==> src/rtl/pp_buf_pkg.sv <==
package pp_buf_pkg;
    localparam int unsigned WORD_W     = 32;
    localparam int unsigned BLK_WORDS  = 16;
    localparam int unsigned BLK_STEPS  = 64;
    localparam int unsigned N_BANKS    = 2;
    typedef logic bank_idx_t;
endpackage

==> src/rtl/pp_word_bank.sv <==
module pp_word_bank #(
    parameter int unsigned WIDTH = 32,
    parameter int unsigned DEPTH = 16,
    localparam int unsigned AW   = $clog2(DEPTH)
) (
    input  logic             clk,
    input  logic             rst_n,
    input  logic             we,
    input  logic [AW-1:0]    waddr,
    input  logic [WIDTH-1:0] wdata,
    input  logic [AW-1:0]    raddr,
    output logic [WIDTH-1:0] rdata
);
    logic [WIDTH-1:0] mem_d [DEPTH];
    logic [WIDTH-1:0] mem_q [DEPTH];

    always_comb begin
        for (int i = 0; i < DEPTH; i++) begin
            mem_d[i] = mem_q[i];
        end
        if (we) begin
            mem_d[waddr] = wdata;
        end
    end

    always_ff @(posedge clk or negedge rst_n) begin
        if (!rst_n) begin
            for (int i = 0; i < DEPTH; i++) begin
                mem_q[i] <= '0;
            end
        end else begin
            for (int i = 0; i < DEPTH; i++) begin
                mem_q[i] <= mem_d[i];
            end
        end
    end

    assign rdata = mem_q[raddr];
endmodule

==> src/rtl/pp_arbiter.sv <==
module pp_arbiter
    import pp_buf_pkg::*;
#(
    parameter int unsigned WORDS = 16,
    parameter int unsigned STEPS = 64,
    localparam int unsigned AW   = $clog2(WORDS),
    localparam int unsigned SW   = $clog2(STEPS)
) (
    input  logic          clk,
    input  logic          rst_n,
    input  logic          wr_valid,
    input  logic          step_en,
    output logic [1:0]    bank_we,
    output logic [AW-1:0] wr_addr,
    output bank_idx_t     rd_sel,
    output logic          blk_rdy,
    output logic          load_done,
    output logic          wr_err
);
    typedef struct packed {
        bank_idx_t     sel;
        bank_idx_t     wb;
        logic [1:0]    full;
        logic [AW-1:0] wcnt;
        logic [SW-1:0] scnt;
        logic          err;
    } arb_t;

    arb_t st_d, st_q;
    logic wr_take;
    logic step_take;

    always_comb begin
        st_d      = st_q;
        st_d.err  = 1'b0;
        wr_take   = wr_valid && !st_q.full[st_q.wb];
        step_take = step_en && st_q.full[st_q.sel];

        if (wr_valid && st_q.full[st_q.wb]) begin
            st_d.err = 1'b1;
        end

        if (wr_take) begin
            if (st_q.wcnt == AW'(WORDS - 1)) begin
                st_d.wcnt          = '0;
                st_d.full[st_q.wb] = 1'b1;
                st_d.wb            = ~st_q.wb;
            end else begin
                st_d.wcnt = st_q.wcnt + 1'b1;
            end
        end

        if (step_take) begin
            if (st_q.scnt == SW'(STEPS - 1)) begin
                st_d.scnt           = '0;
                st_d.full[st_q.sel] = 1'b0;
                if (st_d.full[~st_q.sel]) begin
                    st_d.sel = ~st_q.sel;
                end
            end else begin
                st_d.scnt = st_q.scnt + 1'b1;
            end
        end else if (!st_q.full[st_q.sel] && st_q.full[~st_q.sel]) begin
            st_d.sel = ~st_q.sel;
        end
    end

    always_ff @(posedge clk or negedge rst_n) begin
        if (!rst_n) begin
            st_q <= '0;
        end else begin
            st_q <= st_d;
        end
    end

    always_comb begin
        bank_we = '0;
        bank_we[st_q.wb] = wr_take;
    end

    assign wr_addr   = st_q.wcnt;
    assign rd_sel    = st_q.sel;
    assign blk_rdy   = st_q.full[st_q.sel];
    assign load_done = st_q.full[~st_q.sel];
    assign wr_err    = st_q.err;

    AST_ERR_ON_FULL: assert property (@(posedge clk) disable iff (!rst_n)
        (wr_valid && st_q.full[st_q.wb]) |=> wr_err);
    AST_STALL_HOLDS: assert property (@(posedge clk) disable iff (!rst_n)
        (step_en && !blk_rdy) |=> $stable(st_q.scnt));
    AST_SWAP_TO_FULL: assert property (@(posedge clk) disable iff (!rst_n)
        !$stable(rd_sel) |-> blk_rdy);
    AST_SWAP_FREES_PENDING: assert property (@(posedge clk) disable iff (!rst_n)
        !$stable(rd_sel) |-> !load_done);
endmodule

==> src/rtl/msgblk_pingpong.sv <==
module msgblk_pingpong
    import pp_buf_pkg::*;
#(
    parameter int unsigned DW    = WORD_W,
    parameter int unsigned WORDS = BLK_WORDS,
    parameter int unsigned STEPS = BLK_STEPS,
    localparam int unsigned AW   = $clog2(WORDS)
) (
    input  logic          clk,
    input  logic          rst_n,
    input  logic          wr_valid,
    input  logic [DW-1:0] wr_data,
    input  logic          step_en,
    input  logic [AW-1:0] rd_addr,
    output logic [DW-1:0] rd_data,
    output logic          rd_bank,
    output logic          blk_rdy,
    output logic          load_done,
    output logic          wr_err
);
    logic [N_BANKS-1:0] bank_we;
    logic [AW-1:0]      wr_addr;
    bank_idx_t          sel;
    logic [DW-1:0]      bank_rd [N_BANKS];

    pp_arbiter #(.WORDS(WORDS), .STEPS(STEPS)) u_arb (
        .clk       (clk),
        .rst_n     (rst_n),
        .wr_valid  (wr_valid),
        .step_en   (step_en),
        .bank_we   (bank_we),
        .wr_addr   (wr_addr),
        .rd_sel    (sel),
        .blk_rdy   (blk_rdy),
        .load_done (load_done),
        .wr_err    (wr_err)
    );

    for (genvar g = 0; g < N_BANKS; g++) begin : g_bank
        pp_word_bank #(.WIDTH(DW), .DEPTH(WORDS)) u_bank (
            .clk   (clk),
            .rst_n (rst_n),
            .we    (bank_we[g]),
            .waddr (wr_addr),
            .wdata (wr_data),
            .raddr (rd_addr),
            .rdata (bank_rd[g])
        );
    end

    assign rd_data = bank_rd[sel];
    assign rd_bank = sel;

    AST_NO_READ_BANK_WRITE: assert property (@(posedge clk) disable iff (!rst_n)
        bank_we[sel] |-> !blk_rdy);
endmodule

==> config.mk <==
export PLATFORM = sky130hd
export DESIGN_NAME = msgblk_pingpong
export DESIGN_NICKNAME = d
export VERILOG_FILES = /design/src/rtl/pp_buf_pkg.sv /design/src/rtl/pp_word_bank.sv /design/src/rtl/pp_arbiter.sv /design/src/rtl/msgblk_pingpong.sv
export SDC_FILE = /design/constraint.sdc
export NUM_CORES = 1
export LEC_CHECK = 0
export BUFFER_PORTS_ARGS = -buffer_cell sky130_fd_sc_hd__buf_4
export CAP_MARGIN = 20
export CORE_ASPECT_RATIO = 2
export CORE_MARGIN = 2
export CORE_UTILIZATION = 57
export CTS_CLUSTER_DIAMETER = 30
export DETAILED_ROUTE_END_ITERATION = 6
export GPL_ROUTABILITY_DRIVEN = 0
export PLACE_DENSITY = 0.76
export SLEW_MARGIN = 5
export SYNTH_ARGS = -nofsm -noshare
export SYNTH_HDL_FRONTEND = slang
export SYNTH_SLANG_ARGS = --single-unit
==> constraint.sdc <==
create_clock -name clk -period 1.9 [get_ports clk]
set_clock_uncertainty 0.2 [all_clocks]
set_input_delay 0.095 -clock clk [delete_from_list [all_inputs] [get_ports clk]]
set_output_delay 0.095 -clock clk [all_outputs]
set_load 0.01 [all_outputs]
==> qor.txt <==
Status: finished with violations
Failing checks: DRC, setup timing
Initial Utilization: 0.573
VDD IR-drop max: 0.951 mV
Crit share post-route: 1.56
Final Max Slew Viols: 0
Min setup slack post-route: -1.05 ns
Gr ovfl total: 0
Worst Hold Class: primary input to flop
Met2 wire len: 81000 um
Finished Layout Cells: 4455
Clock root cell: clkbuf_16
Most common cell after layout, fill and taps aside: dfrtp_1
Critical Path RT: 1.60 ns
Leakage power: 28.9 nW
Worst setup path start: u_arb.rd_sel
WL/cell: 39.5 um
Overall Power: 89.8 mW
Via Count: 31326
Yosys cell types: 41
Rows: 148
Power Density: 1430 mW/mm2
Predominant post-synthesis flop cell: dfrtp_1
First-pass DRT Iterations: 7
Max-cap check violation count: 0
Skew-Pair Late Insertion Delay: 0.75 ns
Slew HR: 0.637
Antenna violations before repair: 3
Commonest non-fill, non-tap cells in the layout: dfrtp_1, mux2_2, mux2_4
Fmax: 338 MHz
Syn Area/Cell: 16.1 um2
Critical path type: flop to output port
Horiz. Die Dim: 206 um
Startpoint types: flop
DRT antenna net count: 0
Vias per cell: 7.03
Number of fill cells: 3822
GRT Util Overall: 0.365
Routed WL: 176000 um
First-pass GRT wire length: 221000 um
Syn nets: 2921
CP Capture Type: output port
Met1 WL: 56800 um
Register Area: 0.0260 mm2
Placed cell count: 4023
Synth async-reset ratio: 1.00
CTS tree: done
DRC violations left: 10
Crit Path Max Fanout: 7
Yosys reg bits: 1039
H-tree Lvls: 4
EDFF count, synth: 0
IO Port Bufs: 75
Core area: 0.0809 mm2
Fin crit period: 2.95 ns
Mapped Area: 0.0464 mm2
Met3 WL: 18500 um
P&R area growth vs syn: 35.6%
Die Ht: 407 um
R2R Path Start: u_arb.wr_addr[0]
Fin nets: 3343
Fraction of layout cells with a size suffix above 1: 0.657
Setup violations, final: 1068
Top Metal Used: met5
Hold Fails Final Rpt: 0
Post-DP HPWL: 78000 um
Worst-path clk slew: 0.06 ns
Sequential fraction of the synthesis area: 0.561
Initial drt markers: 3136
Total CTS buffers: 131
RSZ-0062 raised after global routing: true
Vias in the first global route: 32838
Area of the multi-input gates: 0.0227 mm2
CTS Sinks: 1039
Synth Warn #: 0
Pin slew with the least headroom to its limit: 0.545 ns
Crit path DAT: 2.66 ns
Longest Clk Path Bufs: 3
Die area: 0.0838 mm2
Top-level port count: 76
Largest net degree at the start of global routing: 96
Post-Syn Instances: 2876
Hold_sp: step_en
## per-layer routing
layer	GRT usage	vias up
met3	0.0894	961
met1	0.443	16558
met2	0.577	2097
met5	0	-
li1	-	11706
met4	0.249	4
## registers in the layout, summed over array words and instances, names as in the netlist
signal,cells
g_bank.u_bank.mem_q,1024
u_arb.rd_sel,1
u_arb.st_q,9
u_arb.wr_addr,4
u_arb.wr_err,1
## report_power, final
part | total (mW) | internal [mW] | switching [mW] | leakage, nW
Combinational | 27.2 | 16.1 | 11.2 | 13.0
Clock | 26.9 | 16.1 | 10.8 | 2.27
Sequential | 35.7 | 30.1 | 5.64 | 13.6
Total | 89.8 | 62.2 | 27.6 | 28.9
## cell type report
cell class              instances  share of cell area
clock buffers                 159              0.0590
repair buffers                569               0.130
inverters                       5            0.000498
well taps                    1050              0.0209
flip-flops and latches       1039               0.414
multi-input cells            1552               0.361
clock inverters                80              0.0153
diodes                          1           0.0000398
## synth_stat cells, types with 2 or more instances
cell type / count / area (um2)
nor3_2: 4 / 40.0
nor4_1: 32 / 200
mux2_2: 1019 / 11500
nor2_1: 20 / 75.1
buf_2: 113 / 566
nand3_1: 8 / 40.0
buf_6: 10 / 113
buf_4: 25 / 188
inv_1: 5 / 18.8
dfrtp_1: 1039 / 26000
mux4_2: 256 / 5770
nand2b_1: 3 / 18.8
o21ai_0: 3 / 15.0
and2_1: 6 / 37.5
nand2_1: 28 / 105
nor2b_1: 3 / 18.8
mux2_1: 9 / 101
nand4b_1: 2 / 17.5
ha_1: 5 / 62.6
a21oi_1: 3 / 15.0
xor2_1: 4 / 35.0
xnor2_1: 2 / 17.5
buf_1: 10 / 37.5
o22ai_1: 128 / 801
clkbuf_1: 122 / 458
or3_1: 2 / 12.5
## stage by stage
stage                     hold WS [ns]  TNS [ns]  setup slack [ns]  cell area, um2   util
after floorplan                 -0.401     -9.19           -0.0859           46600      -
after global placement          -0.173   -132.03            -0.321           51100  0.631
after detailed placement        -0.165   -159.05            -0.339           51100  0.631
after CTS                      0.00305   -212.92            -0.910           60400  0.747
after global routing            0.0766   -348.11             -1.05           62900  0.777
final                           0.0499   -354.66             -1.05           62900  0.777
## worst paths after layout
path,endpoint,slack [ns],cells past startpoint
setup reg to reg,u_arb.rd_sel,-0.55,9
setup / recovery,rd_data[15],-1.05,10
min in group asynchronous,g_bank[0].u_bank.mem_q[30],0.39,4
hold / removal,u_arb.st_q[3],0.05,4
max in group asynchronous,g_bank[1].u_bank.mem_q[119],0.36,6
hold reg to reg,u_arb.st_q[6],0.28,1
## worst max-delay path: stages, from the launching register on
cell and delay, ns:
dfrtp_1 0.40, inv_2 0.08, buf_6 0.14, nand3_4 0.09, buf_12 0.15, buf_16 0.16, buf_6 0.11, o22ai_4 0.05
nor4_2 0.37, buf_4 0.22, buf_6 0.10
## what timing repair did
item	4_1_cts	5_1_grt
hold endpoints to repair	2077	0
gates resized for setup	498	456
cloned	44	27
endpoints found under the setup margin	1064	1067
pin swaps	53	54
buffers inserted	69	50
hold buffers	38	0
## cell families after synthesis
| kind of cell | count (synthesis) | share of synthesized area |
|---|---|---|
| XOR/XNOR | 6 | 0.00113 |
| buffers and inverters | 285 | 0.0298 |
| adder cells (fa/ha/maj) | 5 | 0.00135 |
| AO/OA/AOI/OAI | 139 | 0.0188 |
| multiplexers | 1285 | 0.374 |
| AND/OR/NAND/NOR | 117 | 0.0137 |
| flip-flops | 1039 | 0.561 |
Note: power is estimated with default switching activity, not from simulation.
